===== config.mk =====
export PLATFORM = sky130hd
export DESIGN_NAME = line_encoder_8b10b
export DESIGN_NICKNAME = d
export VERILOG_FILES = /design/src/rtl/enc8b10b_pkg.sv /design/src/rtl/enc_disp_select.sv /design/src/rtl/enc_5b6b.sv /design/src/rtl/enc_3b4b.sv /design/src/rtl/line_encoder_8b10b.sv
export SDC_FILE = /design/constraint.sdc
export NUM_CORES = 1
export LEC_CHECK = 0
export BUFFER_PORTS_ARGS = -buffer_cell sky130_fd_sc_hd__buf_4
export CAP_MARGIN = 5
export CORE_MARGIN = 4
export CORE_UTILIZATION = 25
export CTS_CLUSTER_SIZE = 20
export DETAILED_ROUTE_END_ITERATION = 10
export PLACE_DENSITY = 0.42
export SLEW_MARGIN = 25
export SYNTH_ARGS = -nofsm -noshare
export SYNTH_HDL_FRONTEND = slang
export SYNTH_SLANG_ARGS = --single-unit
export TNS_END_PERCENT = 10

===== constraint.sdc =====
create_clock -name clk -period 11.1 [get_ports clk]
set_input_delay 0.555 -clock clk [delete_from_list [all_inputs] [get_ports clk]]
set_output_delay 0.555 -clock clk [all_outputs]
set_load 0.01 [all_outputs]

===== src/rtl/enc8b10b_pkg.sv =====
package enc8b10b_pkg;

    localparam int BYTE_W  = 8;
    localparam int LINE_W  = 10;
    localparam int SUB6_W  = 6;
    localparam int SUB4_W  = LINE_W - SUB6_W;
    localparam int X_W     = 5;
    localparam int Y_W     = BYTE_W - X_W;

    localparam logic [X_W-1:0] X_K28 = 5'd28;

    // Starting-disparity selector: {mode, value}
    typedef enum logic [1:0] {
        DSEL_RUN = 2'b00,
        DSEL_INV = 2'b01,
        DSEL_NEG = 2'b10,
        DSEL_POS = 2'b11
    } dsel_e;

    typedef struct packed {
        logic [SUB6_W-1:0] abcdei;
        logic [SUB4_W-1:0] fghj;
    } code_t;

    // 5b/6b code for a negative starting disparity
    function automatic logic [SUB6_W-1:0] sub6_neg(input logic [X_W-1:0] x);
        logic [SUB6_W-1:0] c;
        case (x)
            5'd0:  c = 6'b100111;  5'd1:  c = 6'b011101;
            5'd2:  c = 6'b101101;  5'd3:  c = 6'b110001;
            5'd4:  c = 6'b110101;  5'd5:  c = 6'b101001;
            5'd6:  c = 6'b011001;  5'd7:  c = 6'b111000;
            5'd8:  c = 6'b111001;  5'd9:  c = 6'b100101;
            5'd10: c = 6'b010101;  5'd11: c = 6'b110100;
            5'd12: c = 6'b001101;  5'd13: c = 6'b101100;
            5'd14: c = 6'b011100;  5'd15: c = 6'b010111;
            5'd16: c = 6'b011011;  5'd17: c = 6'b100011;
            5'd18: c = 6'b010011;  5'd19: c = 6'b110010;
            5'd20: c = 6'b001011;  5'd21: c = 6'b101010;
            5'd22: c = 6'b011010;  5'd23: c = 6'b111010;
            5'd24: c = 6'b110011;  5'd25: c = 6'b100110;
            5'd26: c = 6'b010110;  5'd27: c = 6'b110110;
            5'd28: c = 6'b001110;  5'd29: c = 6'b101110;
            5'd30: c = 6'b011110;  default: c = 6'b101011;
        endcase
        return c;
    endfunction

    // 3b/4b data code (primary D.x.7) for a negative sub-block disparity
    function automatic logic [SUB4_W-1:0] sub4_data_neg(input logic [Y_W-1:0] y);
        logic [SUB4_W-1:0] c;
        case (y)
            3'd0: c = 4'b1011;  3'd1: c = 4'b1001;
            3'd2: c = 4'b0101;  3'd3: c = 4'b1100;
            3'd4: c = 4'b1101;  3'd5: c = 4'b1010;
            3'd6: c = 4'b0110;  default: c = 4'b1110;
        endcase
        return c;
    endfunction

    // 3b/4b control code for a negative sub-block disparity
    function automatic logic [SUB4_W-1:0] sub4_ctrl_neg(input logic [Y_W-1:0] y);
        logic [SUB4_W-1:0] c;
        case (y)
            3'd0: c = 4'b1011;  3'd1: c = 4'b0110;
            3'd2: c = 4'b1010;  3'd3: c = 4'b1100;
            3'd4: c = 4'b1101;  3'd5: c = 4'b0101;
            3'd6: c = 4'b1001;  default: c = 4'b0111;
        endcase
        return c;
    endfunction

    function automatic logic ctrl_legal(input logic [BYTE_W-1:0] b);
        logic [X_W-1:0] x;
        logic [Y_W-1:0] y;
        x = b[X_W-1:0];
        y = b[BYTE_W-1:X_W];
        return (x == X_K28) ||
               ((y == 3'd7) && ((x == 5'd23) || (x == 5'd27) ||
                                (x == 5'd29) || (x == 5'd30)));
    endfunction

endpackage


===== src/rtl/enc_disp_select.sv =====
module enc_disp_select
    import enc8b10b_pkg::*;
(
    input  logic  rd_run,
    input  dsel_e sel,
    output logic  rd_start
);
    always_comb begin
        case (sel)
            DSEL_RUN: rd_start = rd_run;
            DSEL_INV: rd_start = ~rd_run;
            DSEL_NEG: rd_start = 1'b0;
            default:  rd_start = 1'b1;
        endcase
    end
endmodule


===== src/rtl/enc_5b6b.sv =====
module enc_5b6b
    import enc8b10b_pkg::*;
(
    input  logic [X_W-1:0]    x,
    input  logic              k_ok,
    input  logic              rd_in,
    output logic [SUB6_W-1:0] code6,
    output logic              rd_mid
);
    logic [SUB6_W-1:0] base;
    logic              unbal;
    logic              swap;

    always_comb begin
        base  = (k_ok && (x == X_K28)) ? 6'b001111 : sub6_neg(x);
        unbal = ($countones(base) != 3);
        // D.07 is balanced yet still has two forms
        swap  = unbal || (x == 5'd7);
        code6 = (rd_in && swap) ? ~base : base;
        rd_mid = rd_in ^ unbal;
    end
endmodule


===== src/rtl/enc_3b4b.sv =====
module enc_3b4b
    import enc8b10b_pkg::*;
(
    input  logic [Y_W-1:0]    y,
    input  logic [X_W-1:0]    x,
    input  logic              k_ok,
    input  logic              rd_mid,
    output logic [SUB4_W-1:0] code4,
    output logic              rd_out
);
    logic              alt7;
    logic [SUB4_W-1:0] base;
    logic              unbal;
    logic              swap;

    always_comb begin
        alt7 = (y == 3'd7) &&
               (k_ok ||
                (!rd_mid && ((x == 5'd17) || (x == 5'd18) || (x == 5'd20))) ||
                ( rd_mid && ((x == 5'd11) || (x == 5'd13) || (x == 5'd14))));
        if (k_ok)      base = sub4_ctrl_neg(y);
        else if (alt7) base = 4'b0111;
        else           base = sub4_data_neg(y);
        unbal  = ($countones(base) != 2);
        swap   = k_ok || unbal || (y == 3'd3);
        code4  = (rd_mid && swap) ? ~base : base;
        rd_out = rd_mid ^ unbal;
    end
endmodule


===== src/rtl/line_encoder_8b10b.sv =====
module line_encoder_8b10b
    import enc8b10b_pkg::*;
(
    input  logic              clk,
    input  logic              rst,
    input  logic [LINE_W-1:0] sym_in,
    input  logic              ctrl_k,
    input  logic              disp_mode,
    input  logic              disp_val,
    input  logic              bypass,
    output logic [LINE_W-1:0] code_out,
    output logic              ctrl_err,
    output logic              run_disp
);
    logic [X_W-1:0]    x_in;
    logic [Y_W-1:0]    y_in;
    logic              legal;
    logic              k_ok;
    logic              rd_start;
    logic              rd_mid;
    logic              rd_end;
    logic [SUB6_W-1:0] c6;
    logic [SUB4_W-1:0] c4;
    dsel_e             sel;

    code_t code_q;
    logic  rd_q;
    logic  err_q;

    assign x_in  = sym_in[X_W-1:0];
    assign y_in  = sym_in[BYTE_W-1:X_W];
    assign legal = ctrl_legal(sym_in[BYTE_W-1:0]);
    assign k_ok  = ctrl_k & legal;
    assign sel   = dsel_e'({disp_mode, disp_val});

    enc_disp_select u_sel (
        .rd_run   (rd_q),
        .sel      (sel),
        .rd_start (rd_start)
    );

    enc_5b6b u_hi (
        .x      (x_in),
        .k_ok   (k_ok),
        .rd_in  (rd_start),
        .code6  (c6),
        .rd_mid (rd_mid)
    );

    enc_3b4b u_lo (
        .y      (y_in),
        .x      (x_in),
        .k_ok   (k_ok),
        .rd_mid (rd_mid),
        .code4  (c4),
        .rd_out (rd_end)
    );

    always_ff @(posedge clk) begin
        if (rst) begin
            code_q <= '0;
            rd_q   <= 1'b0;
            err_q  <= 1'b0;
        end else if (bypass) begin
            code_q <= sym_in;
            err_q  <= 1'b0;
        end else begin
            code_q <= {c6, c4};
            rd_q   <= rd_end;
            err_q  <= ctrl_k & ~legal;
        end
    end

    assign code_out = code_q;
    assign ctrl_err = err_q;
    assign run_disp = rd_q;

    // reset leaves a zero character and negative disparity
    p_reset_state_r1: assert property (@(posedge clk)
        rst |=> (code_out == '0 && !run_disp && !ctrl_err));

    // encoded characters keep the line within +/-1 of balance
    p_balance_r5: assert property (@(posedge clk) disable iff (rst)
        (!$past(rst) && !$past(bypass)) |->
            ($countones(code_out) >= 4 && $countones(code_out) <= 6));

    // heavy or light characters leave the matching disparity
    p_disp_follows_r5: assert property (@(posedge clk) disable iff (rst)
        (!$past(rst) && !$past(bypass) && $countones(code_out) != 5) |->
            (run_disp == ($countones(code_out) == 6)));

    // the error flag only follows a control request in encode mode
    p_err_source_r4: assert property (@(posedge clk) disable iff (rst)
        ctrl_err |-> ($past(ctrl_k) && !$past(bypass)));

    // bypass words never move the running disparity
    p_bypass_hold_r8: assert property (@(posedge clk) disable iff (rst)
        bypass |=> $stable(run_disp));
endmodule


==> results of run 1 <==
worst max-delay path: stages:
cell,delay (ns)
buf_4,0.13
inv_1,0.18
ha_1,0.33
nand2_1,0.10
or4_4,0.45
a31oi_1,0.29
ha_1,0.22
fa_1,0.43
ha_1,0.30
and4bb_2,0.25
xnor3_2,0.48
mux2i_1,0.25
nand4b_1,0.18
ha_1,0.33
ha_1,0.19
fa_1,0.48
nor3b_1,0.59
o21ai_0,0.19
a221oi_1,0.29
nor4_1,0.08
o21a_1,0.10
a211oi_1,0.15
Yosys cell counts, drive strengths merged, types with 3 or more instances:
library cell	count
nand2	19
nand2b	3
a211oi	9
ha	15
or4	3
o21a	5
o211ai	3
dfxtp	12
nand4	3
mux2i	4
nor3b	3
fa	3
buf	3
a21oi	9
clkbuf	9
xnor2	9
o21ai	7
nor2b	5
a31oi	4
nor2	10
nand3	7
xor2	3
inv	10
final timing paths:
check	slack [ns]	from	depth (start not counted)	endpoint
worst max-delay path	4.68	sym_in[1]	22	code_out[2]
worst min-delay path	0.47	run_disp	2	run_disp
worst max register to register	7.17	run_disp	13	code_out[2]
worst min register to register	0.47	run_disp	2	run_disp
layout make-up:
type	instances	area share (%)
multi-input combinational	152	64.7
sequential	12	13.5
timing repair buffer	27	11.4
tap	72	5.08
clock buffer	4	3.10
inverter	10	2.12
layer usage:
layer | wire length [microns] | up-vias | GRT usage, % | part of all wire [%]
li1 | - | 719 | - | -
met2 | 1830 | 44 | 18.2 | 45
met3 | 211 | 4 | 1.75 | 5.2
met4 | 35 | 0 | 3.17 | 0.85
met5 | 0 | - | 0 | 0
met1 | 2020 | 649 | 16.2 | 49
through the flow:
step                hold slack (ns)  cell area [sq um]
floorplan                     0.484               1480
global placement              0.464               1720
detailed placement            0.467               1720
CTS                           0.476               1770
global route                  0.513               1770
finish                        0.475               1770
flip-flops by register name, indices dropped and copies added, names as in the netlist:
register and flops:
code_out 10, ctrl_err 1, run_disp 1
power groups by stage:
| stage | combinational [W] | clock, W | sequential [W] |
|---|---|---|---|
| CTS | 0.000121 | 0.0000475 | 0.0000533 |
| floorplan | 0.0000819 | 0 | 0.0000578 |
| global placement | 0.000122 | 0 | 0.0000539 |
| finish | 0.000120 | 0.0000460 | 0.0000531 |
| global route | 0.000133 | 0.0000490 | 0.0000540 |
| detailed placement | 0.000120 | 0 | 0.0000542 |
logic make-up after synthesis:
group	count (synthesis)	share of synthesized area (%)
multiplexers	5	3.48
buffers and inverters	22	5.85
XOR/XNOR	13	8.74
AO/OA/AOI/OAI	54	26.1
AND/OR/NAND/NOR	61	22.1
flip-flops	12	16.3
adder cells (fa/ha/maj)	19	17.5
==> results.md, run 1 <==
* Dpl hpwl at 3.26 mm
* Setup TNS at 0 ns
* Layout Skew at 0.00101 ns
* Reg clk slew, reported paths at 0.05 ns
* Port Buffers at 27
* # DRC at 0
* Least-Margin Pin Slew at 0.707 ns
* Post-Place Worst Slack at 4.50 ns
* Total Routed Length at 4.10 mm
* DRT Pass-1 Iters at 4
* Multi-input logic area at 1150 sq um
* Worst path arrival time at 6.57 ns
* Synthesized area per cell at 7.93 sq um
* Antenna fix cells at 0
* Final Hold Viols at 0
* Top post-synthesis cells by area: dfxtp_1 16%, ha_1 13%, xnor2_1 5.3%
* H-Tree Level Count at 1
* VDD IR-drop max at 0.0598 mV
* Synthesized flop and latch total at 12
* DR WL/cell at 14.8 microns
* Final worst setup slack at 4.68 ns
* Die height at 84.8 microns
* Crit share post-route at 57.8%
* Initial core utilization at 26.3%
* Startpoint types: input port
* Status: complete, no violations
* Synth cell types at 50
* Synthesized instance count at 186
* Area leader, netlist: dfxtp_1
* Die W at 84.8 microns
* NumNets Final at 240
* Top_reg_cell synth: dfxtp_1
* Vias at 1416
* Most common cell after layout, fill and taps aside: buf_4
* Area grow syn2layout at 20.3%
* Final Power at 0.000219 W
* Cell-internal power at 0.000138 W
* Die ar. at 7190 sq um
* Gr ovfl total at 0
* Crit Path Max Fanout at 9
* Max Cap Viol at 0
* Share of post-route cells with drive strength above 1 at 18.5%
* Gpl congestion at 0.904
* Setup Viol. Count Final at 0
* Crit. End Element: flop
* Core area at 5610 sq um
* Filler cells at 639
* All-Layer GR Usage at 11.5%
* CTS tree: built
* CTS resizes at 0
* Power per cell area at 123 nW/um^2
* Initial antenna violation count at 0
* Pin count of the biggest net entering global routing at 26
* # hold bufs at CTS at 0
* Top-Level Pins at 28
* Switch Pwr at 0.0000813 W
* FF/Latch Area at 240 sq um
* Synthesized area at 1480 sq um
* P_leak at 0.750 nW
* EDFF count, synth at 0
* Root buffer cell: clkbuf_8
* Slew Limit Fails at 0
* Register area share after synthesis at 16.3%
* Vias per cell at 5.11
* Logic gate share of total power at 54.7%
* DRT iter0 DRCs at 89
* Clock Latency Late Sink at 0.23 ns
* Min Tclk post-route at 6.42 ns
* CTS sink cnt at 12
* Switch share at 37.1%
* Async S/R FF share, synth at 0%
* Placed cell count at 273
* Flop pwr share at 24.2%
* RSZ-0062 raised after global routing: no
* Critical Path RT at 11.25 ns
* Clk pwr share at 21.0%
* CTS Buf Count at 3
* Clk buf depth at 2
* Final Util at 31.6%
* Routed Antenna Nets at 0
* Vias in the first global route at 1389
* Site Rows at 27
* Post-Layout Cell Count at 277
* Most frequent cells in the layout: 27 x buf_4, 19 x nand2_1, 15 x ha_1
* Worst setup path class: input port to flop
* Yosys warnings at 0
* Syn nets at 220
* Relative slew slack at 52.8%
* Global-route wire length before repair at 6.91 mm
* Setup Fix Bufs, Post-CTS at 0
* Synth top area share at 16.3%
* Max frequency at 156 MHz
* Hold Path Class: flop to flop
Power figures use the tool's default switching activity.
==> inputs of run 2 (changes only) <==
Clock period 11.1 ns to 6.6 ns, I/O delays scaled along.
==> results.md, run 2 (synthesis gave the netlist of run 1 again) <==
* Status: complete, no violations
* CTS Buf Count at 3
* Min Tclk post-route at 6.14 ns
* H-Tree Level Count at 1
* R2r endpoint: code_out[2]
* Total Routed Length at 4.02 mm
* WHS Path Cells at 3
* Power per cell area at 200 nW/um^2
* R2R Path Start: run_disp
* Setup Viol. Count Final at 0
* Global-route wire length before repair at 6.90 mm
* DRT iter0 DRCs at 129
* Filler cells at 626
* Top-Level Pins at 28
* Port Buffers at 27
* Crit-path cells: buf_4, inv_1, ha_1, nand2_1, or4_4, a31oi_1, ha_1, fa_1, ha_1, and4bb_2, xnor3_2, mux2i_1, nand4b_1, ha_1, ha_1, fa_1, nor3b_1, buf_4, or4_1, mux2i_1, nor4_1, o21a_1, a211oi_1
* Final Power at 0.000356 W
* Post-DP Area at 1730 sq um
* VDD IR-drop max at 0.0878 mV
* Initial antenna violation count at 0
* DR WL/cell at 14.5 microns
* Final Util at 31.7%
* Slowest stage delay, CP at 0.48 ns
* Setup TNS at 0 ns
* Die height at 84.8 microns
* DRT Pass-1 Iters at 4
* Hold Path Class: input port to flop
* Gpl congestion at 0.815
* Critical Path Stages at 23
* Crit share post-route at 93.0%
* Largest register FFs at 10
* R2r setup slk at 2.86 ns
* Worst setup path class: input port to flop
* Post-Place Worst Slack at 0.190 ns
* Final Hold Viols at 0
* Critical Path RT at 6.74 ns
* Critical path origin: sym_in[1]
* Slew Limit Fails at 0
* # hold bufs at CTS at 0
* Worst path most repeated cell: ha_1
* Max Cap Viol at 0
* Layout Skew at 0.00298 ns
* Dpl hpwl at 3.23 mm
* P_leak at 0.753 nW
* Max frequency at 163 MHz
* Crit path capture: code_out[2]
* NumNets Final at 242
* Antenna fix cells at 0
* Die ar. at 7190 sq um
* All-Layer GR Usage at 11.5%
* Share of post-route cells with drive strength above 1 at 18.9%
* Core area at 5610 sq um
* CP top delay family: adder cells
* Gr ovfl total at 0
* Vias in the first global route at 1379
* Most common cell after layout, fill and taps aside: buf_4
* Reg2Reg Depth at 14
* Final worst setup slack at 0.463 ns
* Reg clk slew, reported paths at 0.05 ns
* RSZ-0062 raised after global routing: no
* Crit Path Max Fanout at 9
* Area grow syn2layout at 20.4%
* CTS resizes at 0
* Crit. End Element: flop
* CTS sink cnt at 12
* Initial core utilization at 26.3%
* Clock Latency Late Sink at 0.23 ns
* Slowest cell on the critical path: xnor3_2
* Worst path arrival time at 6.27 ns
* Die W at 84.8 microns
* Clk buf depth at 2
* Vias per cell at 5.06
* Root buffer cell: clkbuf_8
* Startpoint types: input port
* Fin area at 1780 sq um
* Site Rows at 27
* Relative slew slack at 74.6%
* Least-Margin Pin Slew at 0.372 ns
* Setup Fix Bufs, Post-CTS at 0
* Routed Antenna Nets at 0
* # DRC at 0
* CTS tree: built
* Vias at 1407
* CP bufs+invs at 3
* Pin count of the biggest net entering global routing at 24
* Most frequent cells in the layout: 29 x buf_4, 19 x nand2_1, 15 x ha_1
## run 2: cell count changes in the layout (fill, tap and decap cells not counted)
cell / before / now
buf_4: 27 / 29
clkbuf_8: 4 / 3
## run 2: tightest hold or removal path: stages
cell and delay (ns):
buf_4 0.11, nor2_1 0.08, a211oi_1 0.05
## run 2: cell type report
class                           instances  area, sq um  share of cell area [%]
Sequential cell                        12          240                    13.5
Tap cell                               72         90.1                    5.07
Multi-Input combinational cell        152         1150                    64.7
Clock buffer                            3         41.3                    2.33
Timing Repair Buffer                   29          218                    12.3
Inverter                               10         37.5                    2.11
## run 2: layer usage
layer / track usage (%) / vias up / part of all wire (%)
met5: 0 / - / 0
met4: 2.88 / 0 / 0.90
met3: 1.46 / 4 / 4.5
met2: 17.8 / 36 / 44
met1: 16.7 / 642 / 51
li1: - / 725 / -
## run 2: worst min-delay path by stage
stage	startpoint	endpoint	slack, ns
floorplan	rst	code_out[0]	0.45
global placement	run_disp	run_disp	0.46
detailed placement	run_disp	run_disp	0.46
CTS	rst	run_disp	0.38
global route	sym_in[8]	code_out[8]	0.39
finish	sym_in[9]	code_out[9]	0.38
## run 2: report_power, final
group          leakage, nW  total (W)  switching [W]  internal, W
clock network       0.0216  0.0000615      0.0000218    0.0000398
registers           0.0999  0.0000892     0.00000373    0.0000854
logic                0.631   0.000205       0.000108    0.0000966
## run 2: through the flow
| step | std cells | hold WS [ns] |
|---|---|---|
| floorplan | 186 | 0.446 |
| global placement | 275 | 0.464 |
| detailed placement | 275 | 0.464 |
| CTS | 278 | 0.381 |
| global route | 278 | 0.394 |
| finish | 278 | 0.383 |
==> inputs of run 3 (changes only) <==
Settings changed: CORE_ASPECT_RATIO from default to 0.6.
==> results.md, run 3 (synthesis gave the netlist of run 1 again) <==
* Share of post-route cells with drive strength above 1 at 18.5%
* R2r setup slk at 2.98 ns
* CTS resizes at 0
* Port Buffers at 27
* Relative slew slack at 71.1%
* H-Tree Level Count at 1
* Die height at 67.5 microns
* Total Routed Length at 4.15 mm
* CTS tree: built
* Final worst setup slack at 0.600 ns
* Post-Layout Cell Count at 285
* Switch share at 37.9%
* Routed Antenna Nets at 0
* Crit Path Max Fanout at 9
* Area grow syn2layout at 20.5%
* Max frequency at 167 MHz
* Crit share post-route at 90.9%
* Layout Skew at 0.000903 ns
* Final Hold Viols at 0
* CTS Buf Count at 3
* Min-delay src: rst
* VDD IR-drop max at 0.0758 mV
* Clk buf depth at 2
* # DRC at 0
* Critical path origin: sym_in[1]
* Startpoint types: input port
* Critical Path RT at 6.75 ns
* R2r endpoint: code_out[2]
* Core area at 5650 sq um
* Min Tclk post-route at 6.00 ns
* Hold Path End: code_out[6]
* Top-Level Pins at 28
* All-Layer GR Usage at 11.5%
* Max Cap Viol at 0
* Worst setup path class: input port to flop
* Crit. End Element: flop
* Placed cell count at 282
* DRT iter0 DRCs at 66
* Hold_ws at 0.373 ns
* Hold Path Class: input port to flop
* Status: complete, no violations
* CTS sink cnt at 12
* Vias in the first global route at 1353
* RSZ-0062 raised after global routing: no
* Dpl hpwl at 3.33 mm
* Die W at 107 microns
* Flop pwr share at 25.0%
* Gr ovfl total at 0
* Initial antenna violation count at 0
* Reg clk slew, reported paths at 0.05 ns
* Post-Place Worst Slack at 0.380 ns
* Slew Limit Fails at 0
* Gpl congestion at 0.818
* Most common cell after layout, fill and taps aside: buf_4
* # hold bufs at CTS at 0
* Pin count of the biggest net entering global routing at 26
* Largest register FFs at 10
* NumNets Final at 241
* Clock Latency Late Sink at 0.23 ns
* Site Rows at 21
* Reg2Reg Depth at 14
* DR WL/cell at 14.6 microns
* Setup Viol. Count Final at 0
* Antenna fix cells at 0
* WHS Path Cells at 2
* Setup TNS at 0 ns
* Least-Margin Pin Slew at 0.434 ns
* Initial core utilization at 26.1%
* Global-route wire length before repair at 6.67 mm
* Setup Fix Bufs, Post-CTS at 0
* Clk pwr share at 17.9%
* R2R Path Start: run_disp
* DRT Pass-1 Iters at 4
* Cell-internal power at 0.000222 W
* Power per cell area at 201 nW/um^2
* Root buffer cell: clkbuf_8
* Vias per cell at 5.01
* Vias at 1427
* Die ar. at 7230 sq um
* Most frequent cells in the layout: 28 x buf_4, 19 x nand2_1, 15 x ha_1
* Logic gate share of total power at 57.2%
* Switch Pwr at 0.000136 W
* Worst path arrival time at 6.15 ns
* P_leak at 0.748 nW
## run 3: cell types whose count changed in the layout (fill, tap and decap cells not counted), sizes merged
cell / previous run / this run
buf: 29 / 28
## run 3: metal layers
| layer | vias to the layer above | track usage, % | routed length, microns |
|---|---|---|---|
| met5 | - | 0 | 0 |
| met4 | 0 | 0.478 | 0 |
| met3 | 0 | 2.39 | 204 |
| met1 | 665 | 17.1 | 2170 |
| li1 | 728 | - | - |
| met2 | 34 | 17.8 | 1780 |
## run 3: worst max-delay path by stage
stage	cells after the start	endpoint	slack [ns]
final	23	code_out[2]	0.60
after global routing	23	code_out[2]	0.20
after CTS	23	code_out[2]	0.58
after detailed placement	23	code_out[2]	0.38
after global placement	23	code_out[2]	0.47
after floorplan	21	code_out[2]	1.0
## run 3: layout make-up
| cell class | count | area, sq um |
|---|---|---|
| fillers | 613 | 3870 |
| well taps | 80 | 100 |
| repair buffers | 28 | 210 |
| multi-input cells | 152 | 1150 |
| inverters | 10 | 37.5 |
| flip-flops and latches | 12 | 240 |
| clock buffers | 3 | 41.3 |
## run 3: metrics by stage
stage                     area [sq um]  power, W  utilization, %
after floorplan                   1480  0.000235               -
after global routing              1780  0.000390            31.5
after global placement            1740  0.000298            30.7
final                             1780  0.000358            31.5
after CTS                         1780  0.000363            31.5
after detailed placement          1740  0.000296            30.7
## run 3: worst max-delay path, stage by stage
cell	delay, ns
buf_4	0.13
inv_1	0.21
ha_1	0.35
nand2_1	0.11
or4_4	0.47
a31oi_1	0.29
ha_1	0.29
fa_1	0.38
ha_1	0.28
and4bb_2	0.26
xnor3_2	0.48
mux2i_1	0.27
nand4b_1	0.19
ha_1	0.34
ha_1	0.19
fa_1	0.42
nor3b_1	0.14
buf_4	0.15
or4_1	0.39
mux2i_1	0.15
nor4_1	0.06
o21a_1	0.11
a211oi_1	0.15
## run 3: power groups by stage
stage / combinational, W / clock, W / sequential [W]
finish: 0.000205 / 0.0000640 / 0.0000893
floorplan: 0.000138 / 0 / 0.0000972
detailed placement: 0.000205 / 0 / 0.0000912
CTS: 0.000206 / 0.0000668 / 0.0000897
global route: 0.000228 / 0.0000712 / 0.0000910
global placement: 0.000207 / 0 / 0.0000911
